## src/rtl/acc_alu.sv

```systemverilog
module acc_alu #(
  parameter int W = 8
) (
  input  logic         clk,
  input  logic         rst_n,
  input  logic         req_valid,
  input  logic [1:0]   op,
  input  logic         tmode,
  input  logic [W-1:0] acc,
  input  logic [W-1:0] mem,
  input  logic [W-1:0] mem_x,
  input  logic         c_in,
  input  logic         v_in,
  output logic         out_valid,
  output logic [W-1:0] res,
  output logic         res_we,
  output logic         dst_mem,
  output logic         flag_n,
  output logic         flag_v,
  output logic         flag_z,
  output logic         flag_c
);
  localparam int MSB = W - 1;

  logic [W-1:0] src, r;
  logic [W:0]   sum;
  logic         n, v, c, we, dm;

  assign src = tmode ? mem_x : acc;
  assign sum = {1'b0, src} + {1'b0, mem} + {{W{1'b0}}, c_in};

  always_comb begin
    r  = '0;
    c  = c_in;
    v  = v_in;
    we = 1'b1;
    dm = tmode;
    unique case (op)
      2'd0: begin
        r = sum[W-1:0];
        c = sum[W];
        v = (src[MSB] == mem[MSB]) && (r[MSB] != src[MSB]);
      end
      2'd1: r = src & mem;
      2'd2: begin
        r = {src[W-2:0], 1'b0};
        c = src[MSB];
      end
      default: begin
        r  = acc & mem;
        v  = mem[MSB-1];
        we = 1'b0;
        dm = 1'b0;
      end
    endcase
    n = (op == 2'd3) ? mem[MSB] : r[MSB];
  end

  always_ff @(posedge clk) begin
    if (!rst_n) begin
      out_valid <= 1'b0;
      res       <= '0;
      res_we    <= 1'b0;
      dst_mem   <= 1'b0;
      flag_n    <= 1'b0;
      flag_v    <= 1'b0;
      flag_z    <= 1'b0;
      flag_c    <= 1'b0;
    end else begin
      out_valid <= req_valid;
      if (req_valid) begin
        res     <= r;
        res_we  <= we;
        dst_mem <= dm;
        flag_n  <= n;
        flag_v  <= v;
        flag_z  <= (r == '0);
        flag_c  <= c;
      end
    end
  end


  valid_follow_chk: assert property (@(posedge clk) disable iff (!rst_n)
    req_valid |=> out_valid);

  idle_hold_chk: assert property (@(posedge clk) disable iff (!rst_n)
    !req_valid |=> (!out_valid && $stable(res) && $stable(flag_c)));

  bit_nowrite_chk: assert property (@(posedge clk) disable iff (!rst_n)
    (req_valid && op == 2'd3) |=> (!res_we && flag_n == $past(mem[MSB]) && flag_v == $past(mem[MSB-1])));

  shift_lsb_chk: assert property (@(posedge clk) disable iff (!rst_n)
    (req_valid && op == 2'd2) |=> (!res[0] && flag_c == $past(src[MSB])));

  and_carry_chk: assert property (@(posedge clk) disable iff (!rst_n)
    (req_valid && op == 2'd1) |=> (flag_c == $past(c_in) && flag_v == $past(v_in)));

  dest_mode_chk: assert property (@(posedge clk) disable iff (!rst_n)
    (req_valid && op != 2'd3) |=> (dst_mem == $past(tmode) && res_we));
endmodule

```

## config.mk

```make
export PLATFORM = sky130hd
export DESIGN_NAME = acc_alu
export DESIGN_NICKNAME = d
export VERILOG_FILES = /design/src/rtl/acc_alu.sv
export SDC_FILE = /design/constraint.sdc
export NUM_CORES = 1
export LEC_CHECK = 0
export ABC_CLOCK_PERIOD_IN_PS = 2600
export BUFFER_PORTS_ARGS = -buffer_cell sky130_fd_sc_hd__buf_2
export CAP_MARGIN = 20
export CORE_ASPECT_RATIO = 0.5
export CORE_MARGIN = 3
export CORE_UTILIZATION = 45
export DETAILED_ROUTE_END_ITERATION = 12
export MAX_ROUTING_LAYER = met4
export PLACE_DENSITY = 0.84
export SYNTH_ARGS = -nofsm -noshare
export SYNTH_HDL_FRONTEND = slang
export SYNTH_SLANG_ARGS = --single-unit
```

## constraint.sdc

```tcl
create_clock -name clk -period 2.6 [get_ports clk]
set_input_delay 0.52 -clock clk [delete_from_list [all_inputs] [get_ports clk]]
set_output_delay 0.52 -clock clk [all_outputs]
set_load 0.01 [all_outputs]
```

==> After elaboration in Yosys (flattened, before gate mapping) <==
Cells that the tools add are included.
{ "totals": {"reg_bits": 15, "input_bits": 32, "out_inout_bits": 15, "wordCells": 29} }
{ "op_classes": {"n_addsub": 2, "n_eq_ne": 5, "mux": 7, "n_bitwise": 2, "n_reduce_logical": 5} }
{ "op_table": {"columns": ["operator", "count"], "rows": [
  ["case mux 8 bit (3 select lines)", 1],
  ["bitwise AND 8 bit", 2],
  ["adder 8 x 8 -> 9 bit", 1],
  ["adder 9 x 1 -> 9 bit", 1],
  ["logical NOT 8 bit", 1],
  ["two-way mux 8 bit", 1],
  ["equality test 2 bit (second input constant)", 2],
  ["case mux 1 bit (2 select lines)", 2],
  ["two-way mux 1 bit", 3],
  ["OR reduction 3 bit", 1],
  ["equality test 2 x 1 -> 1 bit (second input constant)", 1],
  ["logical NOT 2 bit", 1],
  ["OR reduction 2 bit", 1],
  ["equality test 1 bit", 1],
  ["logical AND 1 bit", 1],
  ["inequality test 1 bit", 1]
]} }

==> Depth between registers and ports, before layout <==
{ "logic_depth": {"word_depth": 6, "ltp_mapped": 11, "depth_no_buf": 10} }

==> Worst setup path before layout <==
No wires, ideal clock.
{ "synth_path": {"kind": "input port to flip-flop", "startpoint": "input tmode", "endpoint": "register flag_z", "setup_time_ns": 0.133, "arrival_time_ns": 2.628, "t_required_ns": 2.467, "setup_slack_ns": -0.161, "stages": 11, "n_path_buf": 1, "cell_sequence": "buf_4 -> mux2_2 -> fa_1 -> inv_1 -> fa_1 -> nor2b_1 -> o31a_1 -> o32a_1 -> and3_1 -> nand3_1 -> o22ai_1"} }
{ "synth_between": {"elab_chain_len": 5, "word_cells_on_any_way": 6, "classes_between": "add/sub (2); mux (2); bitwise (1); reduce/logical (1)"} }
{ "synth_lines": {"columns": ["item", "line_no", "text"], "rows": [
  ["from (decl)", "8", "input logic tmode,"],
  ["two-way mux 8 bit *", "29", "assign src = tmode ? mem_x : acc;"],
  ["adder 8 x 8 -> 9 bit", "30", "assign sum = {1'b0, src} + {1'b0, mem} + {{W{1'b0}}, c_in};"],
  ["adder 9 x 1 -> 9 bit", "30", null],
  ["case mux 8 bit (3 select lines) *", "38", "unique case (op)"],
  ["logical NOT 8 bit *", "77", "flag_z <= (r == '0);"],
  ["to (signal assigned)", "77", null],
  ["to (decl)", "20", "output logic flag_z,"]
]} }
Every way passes the cells marked *; elsewhere a longest branch is shown, timed or not.
A chain may end at the register's enable or synchronous reset.

==> Worst setup path after layout <==
{ "layout_path": {"startpoint": "input tmode", "endpoint": "register flag_n"} }
{ "layout_between": {"elab_chain_len": 5, "word_cells_on_any_way": 6, "classes_between": "add/sub (2); mux (3); bitwise (1)"} }
{ "layout_lines": {"columns": ["item", "line_no", "text"], "rows": [
  ["two-way mux 8 bit *", "29", null],
  ["adder 8 x 8 -> 9 bit", "30", null],
  ["adder 9 x 1 -> 9 bit", "30", null],
  ["case mux 8 bit (3 select lines) *", "38", null],
  ["two-way mux 1 bit *", "56", "n = (op == 2'd3) ? mem[MSB] : r[MSB];"],
  ["to (signal assigned)", "75", "flag_n <= n;"],
  ["to (decl)", "18", "output logic flag_n,"]
]} }
Marks and branches as above.

==> flow_summary_export.csv <==
group,metric,value,unit
synth,synth_common_cells,"nand2_1, dfxtp_1, ha_1",
global_route,grt_first_pass_wirelength,5.67,mm
clock_tree,cts_tree,"yes",
detailed_routing,drt_iter0_markers,107,
timing,max_slew_margin,70.3,%
clock_tree,cts.sinks,15,
placement,io_buffers,46,
timing,timing.final.crit_share,94.0,%
synth,synth_seq_area_share,22.1,%
run_status,outcome,"completed",
clock_tree,cts_buffer_depth,2,
final_layout,insertedDiodeCount,0,
final_layout,syn2layout_area_growth,29.7,%
timing,setup_viol_count_final,0,
worst_setup_path,r2r-start,"flag_n$_SDFFE_PN0P_",
final_layout,final_cell_count_no_fill,249,
synth,synth_top_cell_by_area,"dfxtp_1",
worst_setup_path,worstPathRequired,2740,ps
detailed_routing,post-route-drc-count,0,
placement,placed_area,1690,sq um
detailed_routing,vias,1399,
final_layout,drive_gt1_share,38.2,%
final_layout,postLayoutCoreUtil,64.4,%
clock_tree,clk_latency,250,ps
detailed_routing,dr.pass1.iters,4,
clock_tree,cts.htree.levels,1,
final_layout,fin_area,1760,sq um
timing,fmax,409,MHz
die,io_pins,47,
worst_setup_path,reg2regPathDepth,2,
worst_setup_path,reg2reg_slack,1830,ps
timing,rsz0062_at_grt,"false",
timing,period_minus_slack,2440,ps
worst_setup_path,cp_max_fo,4,
die,die_width,83.7,um
detailed_routing,drt.antenna.violating_nets,0,
synth,ys_top_cells_by_area,"dfxtp_1, ha_1, o211a_1",
die,start_util,49.7,%
clock_tree,cts-buffers-inserted,3,
die,fp.dieH,44.8,um
pwr,total_leakage_power,0.912,nW
pwr,irDropWorstVdd,0.000275,V
timing,fin_skew,0,ps
synth,synth_top_area_share,22.1,%
worst_hold_path,hold_end,"res[0]$_SDFFE_PN0P_",
die,dieArea,3750,sq um
job,max-cap-violations,0,
synth,netlist_instances,159,
pwr,power,758,uW
timing,tightest_slew,446,ps
worst_hold_path,hp-start,"res[0]$_SDFFE_PN0P_",
global_route,antenna_found_initial,0,
clock_tree,cts_root_buf,"clkbuf_8",
placement,place_congestion,0.914,
synth,yosysMostFrequentCell,"nand2_1",
global_route,track_usage,19.6,%
synth,ys_types,46,
clock_tree,hold_buffers,0,
placement,dpl.hpwl,2.95,mm
synth,synth_fp_nets,204,
worst_setup_path,cp-end-kind,"flop",
synth,synth_seq_cells,15,
placement,dp_cells,245,
clock_tree,cts.clk_slew.worst_paths,60,ps
worst_setup_path,startpoint_type,"primary input",
timing,final_hold_viol_count,0,
worst_hold_path,holdCritPathClass,"flop to flop",
timing,holdWs,478,ps
global_route,grt_start_max_net_pins,28,
worst_hold_path,holdPathStages,1,
worst_setup_path,path_class,"primary input to flop",
detailed_routing,wl_per_cell,15.0,um
detailed_routing,avgViaCountPerCell,5.62,
die,coreArea,2730,sq um
worst_setup_path,r2r-end,"flag_n$_SDFFE_PN0P_",
die,rows,13,
synth,synth_async_sr_flop_share,0,%
synth,synth_area,1360,sq um
pwr,p_per_area,430,nW/um^2
synth,syn-mean-instance-area,8.54,sq um
final_layout,nets,258,
global_route,grt-ovfl-total,0,
timing,drv_slew,0,
synth,synth_edf_count,0,
clock_tree,ctsResizeCount,0,
clock_tree,post-cts-setup-buffers,0,
synth,yosysWarnings,0,
detailed_routing,drt_wl_total,3.74,mm
synth,synthFlopType,"dfxtp_1",
global_route,grt_pass1_vias,1275,
worst_setup_path,arrival,2580,ps
routing by layer:
| layer | up-vias | wire length [um] | track usage [%] |
|---|---|---|---|
| met1 | 649 | 1890 | 27.4 |
| met4 | 0 | 50 | 7.69 |
| met5 | - | 0 | - |
| met3 | 6 | 223 | 2.91 |
| li1 | 695 | - | - |
| met2 | 49 | 1580 | 28.6 |
cells in the final DEF (no fill, tap or decap), types with 5 or more instances in the layout:
cell / instances
nand2_1: 23
dfxtp_1: 15
nand3_1: 5
o21ai_0: 5
o211a_1: 9
inv_1: 9
nor2_1: 5
buf_4: 10
mux2_2: 6
a21oi_1: 7
ha_1: 11
buf_2: 46
logic make-up after synthesis:
| kind of cell | count (synthesis) | synth area share, % |
|---|---|---|
| AO/OA/AOI/OAI | 46 | 26.9 |
| XOR/XNOR | 4 | 2.58 |
| adder cells (fa/ha/maj) | 13 | 13.1 |
| buffers and inverters | 17 | 4.98 |
| flip-flops | 15 | 22.1 |
| multiplexers | 15 | 12.7 |
| AND/OR/NAND/NOR | 49 | 17.6 |
worst max path at each step:
stage	from	endpoint	slack, ps	cells after the start
after floorplan	tmode	flag_z$_SDFFE_PN0P_	-20	11
after detailed placement	tmode	flag_z$_SDFFE_PN0P_	-190	10
after global routing	tmode	flag_n$_SDFFE_PN0P_	30	10
after global placement	tmode	flag_z$_SDFFE_PN0P_	-150	10
after CTS	tmode	flag_z$_SDFFE_PN0P_	70	10
final	tmode	flag_n$_SDFFE_PN0P_	160	10
cell type report:
cell class,count,area [sq um]
inverter,10,37.5
clock buffer,3,41.3
fill,234,972
clock inverter,1,5.00
timing repair buffer,56,305
tap,37,46.3
multi-input combinational,127,1020
sequential,15,300
power breakdown:
| group | leakage (nW) | switching (mW) | internal, mW |
|---|---|---|---|
| clock | 0.0255 | 0.0798 | 0.106 |
| combinational | 0.763 | 0.169 | 0.148 |
| sequential | 0.124 | 0.00755 | 0.247 |
metrics by stage:
step           setup TNS (ps)  setup WS [ps]
6_report                    0            157
5_1_grt                     0           31.6
4_1_cts                     0           65.2
3_5_place_dp             -666           -189
3_3_place_gp             -481           -152
2_1_floorplan           -23.6          -23.6
worst max-delay path: stages:
cell and delay (ps):
buf_2 130, buf_4 150, mux2_2 340, ha_1 330, nor2_1 250, o31ai_4 130
o211a_1 250, nor3_4 190, mux2i_1 110, a22o_1 190
sequential cells by signal, indices dropped and copies added (netlist names):
register,cells
flag_n,1
dst_mem,1
out_valid,1
flag_v,1
res,8
flag_c,1
flag_z,1
res_we,1
No activity file was read; power rests on OpenSTA's default activity.
